File: config.mk
export PLATFORM = sky130hd
export DESIGN_NAME = irq_level_sampler
export DESIGN_NICKNAME = d
export VERILOG_FILES = /design/src/rtl/irq_smp_pkg.sv /design/src/rtl/irq_edge_track.sv /design/src/rtl/irq_top_tracker.sv /design/src/rtl/irq_mask_compare.sv /design/src/rtl/irq_level_sampler.sv
export SDC_FILE = /design/constraint.sdc
export NUM_CORES = 1
export LEC_CHECK = 0
export BUFFER_PORTS_ARGS = -buffer_cell sky130_fd_sc_hd__buf_2
export CORE_UTILIZATION = 30
export DETAILED_ROUTE_END_ITERATION = 10
export PLACE_DENSITY = 0.59
export SETUP_SLACK_MARGIN = 0.2
export SLEW_MARGIN = 20
export SYNTH_ARGS = -nofsm -noshare
export SYNTH_HDL_FRONTEND = slang
export SYNTH_SLANG_ARGS = --single-unit
File: constraint.sdc
create_clock -name clk -period 2.2 [get_ports clk]
set_input_delay 0 -clock clk [delete_from_list [all_inputs] [get_ports clk]]
set_output_delay 0 -clock clk [all_outputs]
set_load 0.01 [all_outputs]
File: src/rtl/irq_smp_pkg.sv
package irq_smp_pkg;

    // Tracker for the unmaskable top level.
    typedef enum logic [1:0] {
        TOP_IDLE     = 2'd0,  // nothing latched
        TOP_PEND     = 2'd1,  // edge latched, not yet accepted
        TOP_ACCEPTED = 2'd2,  // accepted, awaiting core acknowledge
        TOP_ACC_PEND = 2'd3   // accepted and a further edge latched
    } top_state_e;

    // Kind of decision made at a sample point.
    typedef struct packed {
        logic fire;     // an exception is to be taken
        logic top;      // the taken level is the unmaskable one
    } take_kind_t;

    // Maskable level wins when it is a real request strictly above the mask.
    function automatic logic beats_mask(input int unsigned lvl,
                                        input int unsigned msk,
                                        input int unsigned top_lvl);
        return (lvl != 0) && (lvl != top_lvl) && (lvl > msk);
    endfunction

    // Level latched while an acceptance is outstanding.
    function automatic logic awaiting_ack(input top_state_e st);
        return (st == TOP_ACCEPTED) || (st == TOP_ACC_PEND);
    endfunction

endpackage

File: src/rtl/irq_edge_track.sv
module irq_edge_track #(
    parameter int LVL_W = 3
) (
    input  logic             clk,
    input  logic             rst,
    input  logic [LVL_W-1:0] req_level,
    output logic             top_edge
);
    localparam logic [LVL_W-1:0] TOP_LVL = {LVL_W{1'b1}};

    logic [LVL_W-1:0] prev_q;

    always_ff @(posedge clk) begin
        if (rst) begin
            prev_q <= '0;
        end else begin
            prev_q <= req_level;
        end
    end

    // Entry into the top level from any other code.
    always_comb begin
        top_edge = (req_level == TOP_LVL) && (prev_q != TOP_LVL);
    end

endmodule

File: src/rtl/irq_top_tracker.sv
module irq_top_tracker
    import irq_smp_pkg::*;
(
    input  logic       clk,
    input  logic       rst,
    input  logic       top_edge,
    input  logic       sample_stb,
    input  logic       core_ack,
    output logic       take_top,
    output top_state_e state_q
);
    top_state_e state_d;
    logic       eligible;

    always_comb begin
        eligible = (state_q == TOP_PEND) || ((state_q == TOP_IDLE) && top_edge);
        take_top = sample_stb && eligible;
    end

    always_comb begin
        state_d = state_q;
        unique case (state_q)
            TOP_IDLE: begin
                if (take_top)      state_d = TOP_ACCEPTED;
                else if (top_edge) state_d = TOP_PEND;
            end
            TOP_PEND: begin
                if (take_top)      state_d = TOP_ACCEPTED;
            end
            TOP_ACCEPTED: begin
                if (core_ack)      state_d = top_edge ? TOP_PEND : TOP_IDLE;
                else if (top_edge) state_d = TOP_ACC_PEND;
            end
            TOP_ACC_PEND: begin
                if (core_ack)      state_d = TOP_PEND;
            end
            default:               state_d = TOP_IDLE;
        endcase
    end

    always_ff @(posedge clk) begin
        if (rst) begin
            state_q <= TOP_IDLE;
        end else begin
            state_q <= state_d;
        end
    end

endmodule

File: src/rtl/irq_mask_compare.sv
module irq_mask_compare
    import irq_smp_pkg::*;
#(
    parameter int LVL_W = 3
) (
    input  logic [LVL_W-1:0] req_level,
    input  logic [LVL_W-1:0] mask_lvl,
    output logic             mask_win
);
    localparam int unsigned TOP_LVL = (1 << LVL_W) - 1;

    always_comb begin
        mask_win = beats_mask(int'(req_level), int'(mask_lvl), TOP_LVL);
    end

endmodule

File: src/rtl/irq_level_sampler.sv
module irq_level_sampler
    import irq_smp_pkg::*;
#(
    parameter int LVL_W    = 3,
    parameter int SR_W     = 16,
    parameter int MASK_LSB = 8
) (
    input  logic             clk,
    input  logic             rst,
    input  logic [LVL_W-1:0] req_level,
    input  logic [SR_W-1:0]  sr_word,
    input  logic             sample_stb,
    input  logic             core_ack,
    output logic             take_pulse,
    output logic [LVL_W-1:0] take_level
);
    localparam logic [LVL_W-1:0] TOP_LVL = {LVL_W{1'b1}};

    logic             top_edge;
    logic             take_top;
    logic             mask_win;
    logic [LVL_W-1:0] mask_lvl;
    top_state_e       top_state;
    take_kind_t       kind;
    logic [LVL_W-1:0] level_d;

    assign mask_lvl = sr_word[MASK_LSB +: LVL_W];

    irq_edge_track #(.LVL_W(LVL_W)) u_edge (
        .clk       (clk),
        .rst       (rst),
        .req_level (req_level),
        .top_edge  (top_edge)
    );

    irq_top_tracker u_top (
        .clk        (clk),
        .rst        (rst),
        .top_edge   (top_edge),
        .sample_stb (sample_stb),
        .core_ack   (core_ack),
        .take_top   (take_top),
        .state_q    (top_state)
    );

    irq_mask_compare #(.LVL_W(LVL_W)) u_cmp (
        .req_level (req_level),
        .mask_lvl  (mask_lvl),
        .mask_win  (mask_win)
    );

    // Top level outranks any maskable level at the same sample point.
    always_comb begin
        kind.top  = take_top;
        kind.fire = take_top || (sample_stb && mask_win);
        if (kind.top) begin
            level_d = TOP_LVL;
        end else if (kind.fire) begin
            level_d = req_level;
        end else begin
            level_d = '0;
        end
    end

    always_ff @(posedge clk) begin
        if (rst) begin
            take_pulse <= 1'b0;
            take_level <= '0;
        end else begin
            take_pulse <= kind.fire;
            take_level <= level_d;
        end
    end

endmodule

==> impl_metrics.yaml <==
placed_design:
  place_worst_setup_slack_ns: 0.974
  finalWeightedCongestion: 0.690
  io_buffers: 13
  dp_hpwl_um: 559
timing:
  fmax_ghz: 0.804
  drv_slew: 0
  fin_worst_skew_ns: 0.00335
  layout_worst_path_cycle_share: 0.565
  layout_min_cycle_time_ns: 1.24
  relSlewSlack: 0.732
  grt_setup_unrepaired: "false"
  worst_case_setup_margin_in_the_final_layout_ns: 0.956
  tns_ns: 0
  report.final.setup_viol: 0
  worst-slew-pin-transition_ns: 0.400
  final_hold_violation_count: 0
synthesis:
  synth_largest_type_area_fraction: 0.449
  yosys.area.top_type: "dfxtp_1"
  syn_inst: 41
  post_synth_num_cell_types: 18
  post_synth_main_area_contributors: "dfxtp_1 (45%), ha_1 (9.3%), a31o_1 (6.5%), nor3_4 (4.0%), nor3_1 (3.7%)"
  postSynthNetCount: 67
  post_synthesis_sequential_area_ratio: 0.449
  mappedNetlistArea_um2: 402
  synth_warnings: 0
  synth.avg_cell_area_um2: 9.80
  postSynthRegisterBits: 9
global_route:
  grt_antenna_before_repair: 0
  largest_net_degree_at_the_start_of_global_routing: 8
  grt_overflow: 0
  grt_most_used_layer: "met2"
  grtUsageMet3: 0.0347
  groute.layer.met1.usage: 0.159
  globalRouteMet2Util: 0.188
  grt_usage: 0.126
  first_global_vias: 297
  grt_first_pass_wirelength_um: 1240
setup_path:
  start_kind: "primary input"
  timing.critical_path.required_ns: 2.40
  worstPathMaxFanout: 6
  worst-setup-path-type: "primary input to register"
  worst_path_largest_cell_delay_ns: 0.55
  timing.rr.start: "u_edge.prev_q[0]$_SDFF_PP0_"
  critical_path_arrival_ns: 1.44
  cell_at_the_slowest_stage_of_the_critical_path: "dlygate4sd3_1"
  worst-r2r-cell-count: 4
  rrSetupSlack_ns: 1.22
  timing.critical_path.max_delay_family: "buffers and inverters"
  crit_path_end_kind: "register"
  rr_endpoint: "take_level[0]$_SDFF_PP0_"
  cell_by_cell_trace_of_the_critical_path: "dlygate4sd3_1 -> buf_2 -> nand2b_4 -> nor3_1 -> a31o_1"
  buffers_and_inverters_on_the_worst_path: 2
route:
  wl_per_cell_um: 10.1
  ant_nets: 0
  detail_route.drc_violations: 0
  drt-pass1-iter-count: 4
  via_per_inst: 4.68
  dr_total_vias: 342
  first_iter_violations: 4
  route.final.wire_length_um: 737
power_and_ir_drop:
  worst_ir_drop_vdd_uv: 253
  switching_share: 0.243
  p_per_area_mw_per_mm2: 673
  cellInternalPower_mw: 0.265
  leakage_nw: 0.264
  power.share.combinational: 0.142
  sequentialPowerShare: 0.494
  totalPowerFinal_mw: 0.350
  pwr-share-clk: 0.364
  power_switching_mw: 0.0852
floorplanning:
  die-width_um: 38.6
  start_util: 0.343
  design.core.area_mm2: 0.00117
  design.portCount: 27
  row_count: 12
  design.die.area_mm2: 0.00149
  die_h_um: 38.6
hold_path:
  hp-start: "req_level[1]"
  hold_path_class: "primary input to register"
  timing.hold.worst_path_depth: 2
  hold-path-endpoint: "u_edge.prev_q[1]$_SDFF_PP0_"
clock_network:
  cts_tree: "built"
  worstSkewPairLatency_ns: 0.26
  clock_tree.htree_level_count: 1
  post_cts_resize_count: 0
  path_clk_slew_ns: 0.06
  cts.sink_count: 9
  tritoncts.num_buffers: 3
  max-clock-path-buffers: 2
  ctsRootBufferMaster: "clkbuf_4"
  cts.repair_timing.setup_buffer_count: 0
cells_and_area:
  final_common_cell: "buf_2"
  fill_cells: 121
  most-common-layout-cells: "buf_2 (13), dfxtp_1 (9), inv_1 (4)"
  relative_area_change_from_synthesis_to_final_layout_pct: 29.6
  antenna_cells_inserted: 0
  layout.nets: 86
  regArea_um2: 180
  drive_gt1_frac: 0.356
  multi_input_area_um2: 206
run_status:
  status: "finished, final reports clean"
flow_run:
  max_cap_violations: 0
metrics by stage:
step	instances	util	hold WS [ns]	area (um^2)
6_report	73	0.444	0.0416	520
5_1_grt	73	0.444	0.0553	520
4_1_cts	73	0.444	0.0390	520
3_5_place_dp	68	0.413	0.237	484
3_3_place_gp	68	0.413	0.237	484
2_1_floorplan	41	-	0.0667	402
cells in the mapped netlist:
| cell | number |
|---|---|
| a211oi_1 | 1 |
| and3_2 | 1 |
| o21ai_0 | 1 |
| inv_1 | 4 |
| nand2_1 | 3 |
| a21o_2 | 1 |
| ha_1 | 3 |
| a21oi_2 | 1 |
| nor2_1 | 3 |
| nor2b_1 | 2 |
| nand2b_4 | 1 |
| dfxtp_1 | 9 |
| and2b_1 | 1 |
| nor3_1 | 3 |
| nand3_1 | 2 |
| nor3_4 | 1 |
| a21o_1 | 1 |
| a31o_1 | 3 |
cells by family after synthesis:
kind of cell               share of synthesized area
adders and majority gates                     0.0935
DFF                                            0.449
and+or+nand+nor                                0.262
AOI/OAI and AO/OA                              0.159
buffers and inverters                         0.0374
registers in the layout, indices dropped and copies added, names as in the netlist:
register,count
u_edge.prev_q,3
u_top.state_q,2
take_pulse,1
take_level,3
power by group through the flow:
stage	registers, mW	logic (mW)	clock network [mW]
3_5_place_dp	0.177	0.0492	0
4_1_cts	0.173	0.0507	0.129
6_report	0.173	0.0498	0.127
2_1_floorplan	0.179	0.0252	0
3_3_place_gp	0.177	0.0477	0
5_1_grt	0.174	0.0571	0.135
per-layer routing:
layer	up-vias	wire, um	part of all wire
met5	-	0	0
met4	0	0	0
met3	0	31	0.042
met2	9	365	0.50
met1	150	340	0.46
li1	183	-	-
worst reg2reg max path, delay by kind of cell (launching register included):
kind	cells	cell delay, ns
AO/OA/AOI/OAI	2	0.40
flip-flops	1	0.31
AND/OR/NAND/NOR	2	0.16
cell type report:
class	count	area share
flip-flops and latches	9	0.346
well taps	14	0.0337
inverters	4	0.0288
repair buffers	14	0.144
multi-input cells	28	0.397
clock buffers	4	0.0505
worst max path at each step:
stage	end	cells past startpoint	slack (ns)	startpoint
4_1_cts	take_level[2]$_SDFF_PP0_	5	0.97	rst
3_3_place_gp	take_level[2]$_SDFF_PP0_	7	0.94	req_level[0]
5_1_grt	take_level[2]$_SDFF_PP0_	5	0.83	rst
2_1_floorplan	take_level[2]$_SDFF_PP0_	6	1.25	sr_word[9]
6_report	take_level[2]$_SDFF_PP0_	5	0.96	rst
3_5_place_dp	take_level[2]$_SDFF_PP0_	7	0.97	req_level[0]
repair_timing:
item | in CTS | in global routing
hold buffers | 1 | 0
endpoints found under the setup margin | 0 | 0
endpoints found under the hold margin | 3 | 0
(Power assumes the default switching activity.)
